==> config.mk <==
export PLATFORM = sky130hd
export DESIGN_NAME = thermoLevelCounter
export DESIGN_NICKNAME = d
export VERILOG_FILES = /design/src/rtl/levelPkg.sv /design/src/rtl/levelCtrl.sv /design/src/rtl/levelStage.sv /design/src/rtl/levelChain.sv /design/src/rtl/thermoLevelCounter.sv
export SDC_FILE = /design/constraint.sdc
export NUM_CORES = 1
export LEC_CHECK = 0
export BUFFER_PORTS_ARGS = -buffer_cell sky130_fd_sc_hd__buf_2
export CORE_AREA = 2 2 39 41
export DETAILED_ROUTE_END_ITERATION = 8
export DIE_AREA = 0 0 41 43
export MAX_ROUTING_LAYER = met4
export PLACE_DENSITY = 0.75
export SLEW_MARGIN = 25
export SYNTH_ARGS = -nofsm -noshare
export SYNTH_HDL_FRONTEND = slang
export SYNTH_HIERARCHICAL = 1
export SYNTH_SLANG_ARGS = --single-unit
export TNS_END_PERCENT = 20
==> constraint.sdc <==
create_clock -name clk -period 2.9 [get_ports clk]
set_input_delay 0.145 -clock clk [delete_from_list [all_inputs] [get_ports clk]]
set_output_delay 0.145 -clock clk [all_outputs]
set_load 0.01 [all_outputs]
==> src/rtl/levelPkg.sv <==
package levelPkg;

  // Strobes from the control path to the stage chain, one set per clock.
  typedef struct packed {
    logic clearAll;  // empty the bar this edge
    logic moveUp;    // take value from the stage below
    logic moveDown;  // take value from the stage above
  } levelStrobes_t;

endpackage

==> src/rtl/levelCtrl.sv <==
module levelCtrl
  import levelPkg::*;
(
  input  logic          clk,
  input  logic          rstN,
  input  logic          stepEn,
  input  logic          dataIn,
  input  logic          clear,
  input  logic          upBtn,
  input  logic          downBtn,
  output logic          dirUp,
  output levelStrobes_t strobes
);

  logic setDir;
  logic resetDir;

  // Set/reset direction flip-flop; simultaneous presses hold.
  assign setDir   = upBtn & ~downBtn;
  assign resetDir = downBtn & ~upBtn;

  always_ff @(posedge clk or negedge rstN) begin
    if (!rstN) begin
      dirUp <= 1'b1;
    end else if (setDir) begin
      dirUp <= 1'b1;
    end else if (resetDir) begin
      dirUp <= 1'b0;
    end
  end

  // Clear wins over stepping; stepping needs the enable and a matching data level.
  always_comb begin
    strobes.clearAll = clear;
    strobes.moveUp   = ~clear & stepEn & dirUp & dataIn;
    strobes.moveDown = ~clear & stepEn & ~dirUp & ~dataIn;
  end

endmodule

==> src/rtl/levelStage.sv <==
module levelStage
  import levelPkg::*;
(
  input  logic          clk,
  input  logic          rstN,
  input  levelStrobes_t strobes,
  input  logic          fromBelow,
  input  logic          fromAbove,
  output logic          q
);

  logic upPath;
  logic downPath;
  logic holdPath;
  logic nextQ;

  // Gated links: exactly one source reaches the flop input.
  always_comb begin
    upPath   = strobes.moveUp & fromBelow;
    downPath = strobes.moveDown & fromAbove;
    holdPath = ~strobes.moveUp & ~strobes.moveDown & q;
    nextQ    = ~strobes.clearAll & (upPath | downPath | holdPath);
  end

  always_ff @(posedge clk or negedge rstN) begin
    if (!rstN) begin
      q <= 1'b0;
    end else begin
      q <= nextQ;
    end
  end

endmodule

==> src/rtl/levelChain.sv <==
module levelChain
  import levelPkg::*;
#(
  parameter int LEVELS = 8
) (
  input  logic              clk,
  input  logic              rstN,
  input  levelStrobes_t     strobes,
  output logic [LEVELS-1:0] bar
);

  localparam int TOP = LEVELS - 1;

  for (genvar g = 0; g < LEVELS; g++) begin : gStage
    logic belowBit;
    logic aboveBit;

    // The low end is fed a constant 1 and the top end a constant 0.
    if (g == 0) begin : gLowEnd
      assign belowBit = 1'b1;
    end else begin : gLowLink
      assign belowBit = bar[g-1];
    end

    if (g == TOP) begin : gHighEnd
      assign aboveBit = 1'b0;
    end else begin : gHighLink
      assign aboveBit = bar[g+1];
    end

    levelStage uStage (
      .clk       (clk),
      .rstN      (rstN),
      .strobes   (strobes),
      .fromBelow (belowBit),
      .fromAbove (aboveBit),
      .q         (bar[g])
    );
  end

endmodule

==> src/rtl/thermoLevelCounter.sv <==
module thermoLevelCounter
  import levelPkg::*;
#(
  parameter int LEVELS = 8
) (
  input  logic              clk,
  input  logic              rstN,
  input  logic              stepEn,
  input  logic              dataIn,
  input  logic              clear,
  input  logic              upBtn,
  input  logic              downBtn,
  output logic [LEVELS-1:0] bar,
  output logic              dirUp
);

  levelStrobes_t strobes;

  levelCtrl uCtrl (
    .clk     (clk),
    .rstN    (rstN),
    .stepEn  (stepEn),
    .dataIn  (dataIn),
    .clear   (clear),
    .upBtn   (upBtn),
    .downBtn (downBtn),
    .dirUp   (dirUp),
    .strobes (strobes)
  );

  levelChain #(
    .LEVELS (LEVELS)
  ) uChain (
    .clk     (clk),
    .rstN    (rstN),
    .strobes (strobes),
    .bar     (bar)
  );

endmodule

==> flow_metrics.tcl, run 1 <==
set metrics [dict create \
    drt_first_iter_violations 4 \
    startpoint_type "register" \
    fin_crit_ns 1.41 \
    r2r_cells 3 \
    end_kind "register" \
    min_from "clear" \
    grt_pass1_wl_um 1680 \
    slew_violations 0 \
    critPathKind "register to register" \
    setup_violations 0 \
    clkSinkCount 9 \
    gp_congestion 0.694 \
    grt_setup_unrepaired "no" \
    numPortBuffers 15 \
    die_w_um 41 \
    clkTransAtPathRegs_ns 0.06 \
    netlist_top_cells_area "dfrtp_1 38%, or3b_1 13%, buf_4 13%, a22oi_1 11%, a21oi_1 7.6%" \
    dr.pass1.iters 3 \
    initial_utilization 0.382 \
    seq_area_frac_synth 0.428 \
    r2r_end "uChain/gStage[4].uStage/q$_DFF_PN0_" \
    coreArea_mm2 0.00138 \
    grt_max_degree 17 \
    io_pins 16 \
    cts.root.buffer_cell "clkbuf_4" \
    tightest_slew_ns 0.669 \
    drive_above_1_share 0.367 \
    max_stage_delay_ns 0.58 \
    r2r_start "uCtrl/dirUp$_DFFE_PN1P_" \
    worst-path-buf-inv 0 \
    synth_top_area_frac 0.378 \
    synth.distinct_cells 12 \
    syn_avg_cell_area_um2 10.8 \
    wl_um 967 \
    syn_nets 57 \
    synth_seq_cells 9 \
    slowest_stage "nor4b_4" \
    worst_hold_path.endpoint "uChain/gStage[0].uStage/q$_DFF_PN0_" \
    vdd_ir_drop_max_uv 223 \
    num_vias 401 \
    die-area_mm2 0.00176 \
    clk_latency_ns 0.25 \
    setup_tns_ns 0 \
    antenna_found_initial 0 \
    synthCells 49 \
    fin_nets 69 \
    h-tree-depth 1 \
    finalCritPeriodShare 0.487 \
    diodes 0 \
    finalHoldViolCount 0 \
    maxCapViolCount 0 \
    die_height_um 43 \
    crit_chain "nor4b_4 -> a22oi_1 -> a21oi_1" \
    critPathTopFamily "simple AND/OR/NAND/NOR gates" \
    synth_largest_area_cell "dfrtp_1" \
    clock_skew_ns 0.00219 \
    rows 14 \
    worst_ep_required_time_ns 3.08 \
    route.detailed.drc 0 \
    p_leak_nw 0.278 \
    worstPathMaxFanout 16 \
    grt_pass1_vias 386 \
    max_freq_ghz 0.708 \
    gr-total-overflow 0 \
    arrival_ns 1.59 \
    rrSetupSlack_ns 1.49 \
    via_per_inst 5.28 \
    track_usage 0.144 \
    postCtsSetupBuffers 0 \
    hold_class "input port to register" \
    slew_headroom 0.552 \
    cts_buffer_depth 2 \
    synth_area_um2 529 \
    worstHoldPathCells 2 \
    syn_to_final_growth_pct 13.7 \
    status "finished clean" \
    synth-warning-count 6 \
    powerDensity_mw_per_mm2 425 \
    postRouteAntennaNets 0 \
    numCtsBuffers 3 \
    wire_per_inst_um 12.7 \
    fin_util 0.435 \
    cts_tree "yes" \
]
[logic make-up (layout without fill, tap and decap cells)]
kind of cell    after synthesis  count (layout)  synth area share
fa+ha+maj                     1               1            0.0236
compound gates               16              16             0.189
flops                         9               9             0.428
mux                           1               1            0.0284
other cells                   2               2            0.0142
buf+inv                      10              21             0.135
simple gates                 10              10             0.182
[Yosys cell counts (all sizes together)]
master and number:
mux2 1, buf 9, conb 2, ha 1
a22oi 8, and4b 1, nor4b 1, dfrtp 8
inv 1, a21oi 8, dfstp 1, or3b 8
[layer usage]
metal	track usage	part of all wire	up-vias
li1	-	-	194
met3	0.0471	0.064	0
met5	-	0	-
met2	0.178	0.44	12
met4	0.0600	0	0
met1	0.211	0.49	195
[sequential cells by signal (all words and copies together), names as in the netlist]
name	flops
uChain/gStage.uStage/q	8
uCtrl/dirUp	1
[cells in the final DEF (no fill, tap or decap), drive strengths merged]
cell         netlist  final
dlygate4sd3        0      1
dfrtp              8      8
buf                9     15
ha                 1      1
inv                1      1
a21oi              8      8
clkbuf             0      4
and4b              1      1
nor4b              1      1
a22oi              8      8
conb               2      2
or3b               8      8
mux2               1      1
dfstp              1      1
[area by class of cell]
cell class                      count  area (um2)
Fill cell                         149         782
Multi-Input combinational cell     30         240
Sequential cell                     9         226
Timing Repair Buffer               16        85.1
Clock buffer                        4        26.3
Tap cell                           16        20.0
Inverter                            1        3.75
[through the flow]
step | total power [W] | cell area [um2] | cells | hold WS, ns | setup WS (ns)
after floorplan | 0.000149 | 529 | 49 | -0.151 | 1.47
after global placement | 0.000158 | 557 | 71 | 0.00687 | 1.33
after detailed placement | 0.000158 | 557 | 71 | 0.00698 | 1.19
after CTS | 0.000257 | 593 | 76 | 0.174 | 1.20
after global routing | 0.000269 | 602 | 76 | 0.211 | 1.35
final | 0.000256 | 602 | 76 | 0.200 | 1.49
[worst max path at each step]
stage          slack, ns                                   to  depth (start not counted)               startpoint
2_1_floorplan       1.47  uChain/gStage[1].uStage/q$_DFF_PN0_                          3  uCtrl/dirUp$_DFFE_PN1P_
3_3_place_gp        1.33  uChain/gStage[7].uStage/q$_DFF_PN0_                          4                    clear
3_5_place_dp        1.19  uChain/gStage[4].uStage/q$_DFF_PN0_                          4                    clear
4_1_cts             1.20  uChain/gStage[4].uStage/q$_DFF_PN0_                          3  uCtrl/dirUp$_DFFE_PN1P_
5_1_grt             1.35  uChain/gStage[4].uStage/q$_DFF_PN0_                          3  uCtrl/dirUp$_DFFE_PN1P_
6_report            1.49  uChain/gStage[4].uStage/q$_DFF_PN0_                          3  uCtrl/dirUp$_DFFE_PN1P_
[report_power, final]
group	internal [W]	switching (W)	leakage (nW)	total (W)
Clock	0.0000530	0.0000433	0.0150	0.0000963
Sequential	0.000129	0.00000309	0.122	0.000133
Combinational	0.0000121	0.0000146	0.141	0.0000267
Total	0.000194	0.0000610	0.278	0.000256
[worst reg2reg max path: cells and delay by family, from the launching register on]
family / cells / cell delay (ns)
compound gates: 2 / 0.36
simple gates: 1 / 0.59
flops: 1 / 0.39
[timing repair]
| item | in CTS | in global routing |
|---|---|---|
| hold endpoints to repair | 9 | 0 |
| gates resized for setup | 0 | 0 |
| hold buffers | 1 | 0 |
(Power assumes the default switching activity.)
==> run 2: changes to the inputs <==
ABC_AREA = 1   (was unset)
CORE_AREA = unset   (was 2 2 39 41)
CORE_MARGIN = 1   (was unset)
CORE_UTILIZATION = 45   (was unset)
DIE_AREA = unset   (was 0 0 41 43)
PLACE_DENSITY = 0.83   (was 0.75)
clock period = 1.2 ns   (was 2.9 ns; I/O delays follow)
==> flow_metrics.tcl, run 2 <==
set metrics [dict create \
    reg_top3 "uChain/gStage.uStage/q (8), uCtrl/dirUp (1)" \
    nFillCells 121 \
    largest-register "uChain/gStage.uStage/q" \
    die_height_um 39.0 \
    rrSetupSlack_ns 0.0005 \
    grt_setup_unrepaired "yes" \
    synth_area_um2 616 \
    io_pins 16 \
    coreArea_mm2 0.00119 \
    startpoint_type "register" \
    arrival_ns 1.39 \
    postRouteAntennaNets 0 \
    gp_congestion 0.707 \
    vdd_ir_drop_max_uv 636 \
    finalPower_w 0.000642 \
    seq_area_frac_synth 0.368 \
    synth_top_area_frac 0.325 \
    h-tree-depth 1 \
    maxCapViolCount 0 \
    synth.most_common_cell "nand2_1" \
    numPortBuffers 15 \
    finalCritPeriodShare 1.00 \
    end_kind "register" \
    status "finished clean" \
    synth_ff_type "dfrtp_1" \
    layout_common_cells "34 x nand2_1, 15 x buf_2, 12 x inv_1" \
    track_usage 0.205 \
    slew_violations 0 \
    clock_skew_ns 0.00407 \
    async_reset_ff_frac 1.00 \
    max_freq_ghz 0.834 \
    grtUsageMet1 0.211 \
    grt_pass1_wl_um 1890 \
    num_vias 541 \
    via_per_inst 4.62 \
    initial_utilization 0.519 \
    p_leak_nw 0.369 \
    fin_crit_ns 1.20 \
    netlist_top_cells_area "dfrtp_1 33%, nand2_1 21%, a21oi_2 11%, buf_4 11%, inv_1 7.9%" \
    met3_usage 0.0867 \
    cts.root.buffer_cell "clkbuf_4" \
    rows 12 \
    gr-total-overflow 0 \
    route.detailed.drc 0 \
    wire_per_inst_um 10.1 \
    synth_seq_cells 9 \
    dr.pass1.iters 2 \
    die_w_um 39.0 \
    worst_ep_required_time_ns 1.39 \
    synth-edff-count 0 \
    fin_nets 112 \
    clkTransAtPathRegs_ns 0.06 \
    clkSinkCount 9 \
    grt_pass1_vias 441 \
    swShare 0.255 \
    worstPathMaxFanout 16 \
    hold_class "input port to register" \
    critPathKind "register to register" \
    layout_commonest_cell "nand2_1" \
    syn_avg_cell_area_um2 6.92 \
    cts_buffer_depth 2 \
    clk_latency_ns 0.26 \
    powerDensity_mw_per_mm2 884 \
    cell_internal_pwr_w 0.000479 \
    busiest_layer "met2" \
    synthCells 89 \
    drive_above_1_share 0.340 \
    pwr-share-comb 0.145 \
    grt_max_degree 17 \
    met2_usage 0.321 \
    die-area_mm2 0.00152 \
    antenna_found_initial 0 \
    synth.distinct_cells 12 \
    p_seq_frac 0.495 \
    cts_tree "yes" \
    synth_largest_area_cell "dfrtp_1" \
    synth-warning-count 6 \
    syn_nets 97 \
    wl_um 1180 \
    p_clk_frac 0.361 \
    switching_power_w 0.000164 \
    numCtsBuffers 3 \
    yosys-top-cells-count "35 x nand2_1, 13 x inv_1, 9 x buf_4, 9 x nor2_1" \
    dp_hpwl_um 900 \
    setup_violations 0 \
    diodes 0 \
    largest_reg_flops 8 \
    syn_to_final_growth_pct 18.1 \
    drt_first_iter_violations 4 \
    fin_util 0.613 \
    postCtsSetupBuffers 0 \
    finalHoldViolCount 0 \
]
==> run 2: path summary, 6_finish.rpt <==
path | cells after the start | endpoint | start
hold reg to reg | 2 | uChain/gStage[7].uStage/q$_DFF_PN0_ | uChain/gStage[7].uStage/q$_DFF_PN0_
hold / removal | 3 | uCtrl/dirUp$_DFFE_PN1P_ | upBtn
min in group asynchronous | 2 | uChain/gStage[5].uStage/q$_DFF_PN0_ | rstN
setup / recovery | 7 | uChain/gStage[0].uStage/q$_DFF_PN0_ | uCtrl/dirUp$_DFFE_PN1P_
max in group asynchronous | 2 | uCtrl/dirUp$_DFFE_PN1P_ | rstN
setup reg to reg | 7 | uChain/gStage[0].uStage/q$_DFF_PN0_ | uCtrl/dirUp$_DFFE_PN1P_
==> run 2: routing by layer <==
layer | share of wire | up-vias
li1 | - | 280
met1 | 0.45 | 242
met2 | 0.48 | 17
met3 | 0.060 | 2
met4 | 0.0085 | 0
met5 | 0 | -
==> run 2: cells by family (layout without fill, tap and decap cells) <==
family,after synthesis,after routing,share of synthesized area
adders and majority gates,1,1,0.0203
AOI/OAI and AO/OA,9,9,0.122
buffers and inverters,22,36,0.189
other,2,2,0.0122
and+or+nand+nor,46,46,0.289
DFF,9,9,0.368
==> run 2: cell type report <==
class	instances	area, um2	share of cell area
multi-input combinational	58	288	0.396
sequential	9	226	0.312
timing repair buffer	19	120	0.165
inverter	13	48.8	0.0671
clock buffer	4	26.3	0.0361
tap	14	17.5	0.0241
==> run 2: timing repair <==
| action | in CTS | in global routing |
|---|---|---|
| pin swaps | 1 | 1 |
| endpoints found under the hold margin | 9 | 0 |
| hold buffers | 1 | 0 |
| resized for setup | 1 | 1 |
| endpoints found under the setup margin | 8 | 8 |
==> run 2: critical path: stages, from the launching register on <==
cell and delay [ns]:
dfstp_2 0.55, nand2_2 0.07, nor2_4 0.10, buf_12 0.14, nand2_1 0.05, nand2_1 0.05, inv_1 0.04, a21oi_2 0.12
==> run 2: metrics by stage <==
step	cells	hold slack [ns]	cell area [um2]	setup slack (ns)	setup TNS, ns
after CTS	117	0.102	727	-0.0107	-0.0200
after detailed placement	112	-0.0816	686	-0.114	-0.727
final	117	0.102	727	0.000454	0
after global routing	117	0.121	727	-0.0751	-0.458
after global placement	112	-0.0776	686	-0.0382	-0.253
after floorplan	89	-0.236	626	0.0144	0
==> run 2: power groups by stage <==
| stage | clock network, W | registers, W | logic (W) |
|---|---|---|---|
| 6_report | 0.000232 | 0.000318 | 0.0000929 |
| 5_1_grt | 0.000259 | 0.000319 | 0.000105 |
| 4_1_cts | 0.000242 | 0.000318 | 0.0000942 |
| 3_5_place_dp | 0 | 0.000323 | 0.0000891 |
| 3_3_place_gp | 0 | 0.000322 | 0.0000852 |
| 2_1_floorplan | 0 | 0.000325 | 0.0000487 |
==> run 3: changes to the inputs <==
MAX_ROUTING_LAYER = unset   (was met4)
==> flow_metrics.tcl, run 3 (synthesis results as in run 2) <==
set metrics [dict create \
    largest_reg_flops 8 \
    worst_hold_path.endpoint "uCtrl/dirUp$_DFFE_PN1P_" \
    track_usage 0.204 \
    min_from "upBtn" \
    gp_congestion 0.699 \
    grt_max_degree 17 \
    gr-total-overflow 0 \
    hold_class "input port to register" \
    initial_utilization 0.519 \
    finalHoldViolCount 0 \
    die-area_mm2 0.00152 \
    h-tree-depth 1 \
    postCtsSetupBuffers 0 \
    num_vias 537 \
    finalCritPeriodShare 1.00 \
    wire_per_inst_um 10.2 \
    route.detailed.drc 0 \
    grt_setup_unrepaired "yes" \
    coreArea_mm2 0.00119 \
    p_leak_nw 0.369 \
    die_w_um 39.0 \
    slew_violations 0 \
    status "finished, violations left" \
    fin_nets 112 \
    grt_pass1_vias 440 \
    r2r_end "uChain/gStage[0].uStage/q$_DFF_PN0_" \
    worstHoldPathCells 3 \
    nFillCells 121 \
    layout_commonest_cell "nand2_1" \
    max_freq_ghz 0.833 \
    vdd_ir_drop_max_uv 637 \
    r2r_cells 7 \
    fin_ws_ns -0.000364 \
    worst_ep_required_time_ns 1.38 \
    rows 12 \
    drt_first_iter_violations 3 \
    dp_hpwl_um 900 \
    diodes 0 \
    clock_skew_ns 0.00362 \
    die_height_um 39.0 \
    via_per_inst 4.59 \
    maxCapViolCount 0 \
    cts_tree "yes" \
    clkSinkCount 9 \
    wl_um 1190 \
    clk_latency_ns 0.26 \
    violations "setup timing" \
    syn_to_final_growth_pct 18.1 \
    layout_common_cells "34 x nand2_1, 15 x buf_2, 12 x inv_1" \
    cts.root.buffer_cell "clkbuf_4" \
    cts_buffer_depth 2 \
    postRouteAntennaNets 0 \
    reg_top3 "uChain/gStage.uStage/q (8), uCtrl/dirUp (1)" \
    arrival_ns 1.39 \
    worstPathMaxFanout 16 \
    dpl_worst_slack_ns -0.114 \
    io_pins 16 \
    numPortBuffers 15 \
    powerDensity_mw_per_mm2 882 \
    clkTransAtPathRegs_ns 0.06 \
    critPathKind "register to register" \
    finalPower_w 0.000641 \
    fin_crit_ns 1.20 \
    rrSetupSlack_ns -0.0004 \
    r2r_start "uCtrl/dirUp$_DFFE_PN1P_" \
    dr.pass1.iters 4 \
    largest-register "uChain/gStage.uStage/q" \
    drive_above_1_share 0.340 \
    end_kind "register" \
    startpoint_type "register" \
    grt_pass1_wl_um 1900 \
    setup_violations 1 \
    antenna_found_initial 0 \
    numCtsBuffers 3 \
]
run 3: power breakdown:
group / switching [W] / internal (W) / leakage [nW]
Combinational: 0.0000545 / 0.0000384 / 0.232
Sequential: 0.00000566 / 0.000312 / 0.122
Clock: 0.000103 / 0.000128 / 0.0150
Total: 0.000163 / 0.000479 / 0.369
run 3: per-stage QoR:
stage,std cells,utilization,cell area [um2],hold slack [ns],TNS (ns)
floorplan,89,-,626,-0.236,0
global placement,112,0.578,686,-0.0776,-0.253
detailed placement,112,0.578,686,-0.0816,-0.727
CTS,117,0.613,727,0.102,-0.0200
global route,117,0.613,727,0.116,-0.458
finish,117,0.613,727,0.104,-0.000364
run 3: worst max-delay path by stage:
stage / to / depth (start not counted) / slack (ns) / from
floorplan: uChain/gStage[0].uStage/q$_DFF_PN0_ / 6 / 0.01 / uCtrl/dirUp$_DFFE_PN1P_
global placement: uChain/gStage[1].uStage/q$_DFF_PN0_ / 7 / -0.04 / uCtrl/dirUp$_DFFE_PN1P_
detailed placement: uChain/gStage[0].uStage/q$_DFF_PN0_ / 7 / -0.11 / uCtrl/dirUp$_DFFE_PN1P_
CTS: uChain/gStage[3].uStage/q$_DFF_PN0_ / 7 / -0.01 / uCtrl/dirUp$_DFFE_PN1P_
global route: uChain/gStage[3].uStage/q$_DFF_PN0_ / 7 / -0.08 / uCtrl/dirUp$_DFFE_PN1P_
finish: uChain/gStage[0].uStage/q$_DFF_PN0_ / 7 / -0.0004 / uCtrl/dirUp$_DFFE_PN1P_
run 3: worst max-delay path, cell delays in order, from the launching register on:
cell and delay (ns):
dfstp_2 0.55, nand2_2 0.07, nor2_4 0.10, buf_12 0.14, nand2_1 0.05, nand2_1 0.05, inv_1 0.04, a21oi_2 0.12
run 3: area by class of cell:
class                   instances  area [um2]  share of cell area
repair buffers                 19         120               0.165
flip-flops and latches          9         226               0.312
well taps                      14        17.5              0.0241
clock buffers                   4        26.3              0.0361
multi-input cells              58         288               0.396
inverters                      13        48.8              0.0671
run 3: repair_timing:
item,CTS,global route
pin swaps,1,1
endpoints found under the setup margin,8,8
hold buffers,1,0
gates resized for setup,1,1
cloned,0,0
endpoints found under the hold margin,9,0
run 3: layer usage:
| layer | routed length, um | vias to the layer above | part of all wire | GRT usage |
|---|---|---|---|---|
| met5 | 0 | - | 0 | 0 |
| met4 | 8 | 0 | 0.0067 | 0.129 |
| met1 | 532 | 238 | 0.45 | 0.211 |
| li1 | - | 280 | - | - |
| met2 | 579 | 17 | 0.49 | 0.321 |
| met3 | 68 | 2 | 0.057 | 0.104 |
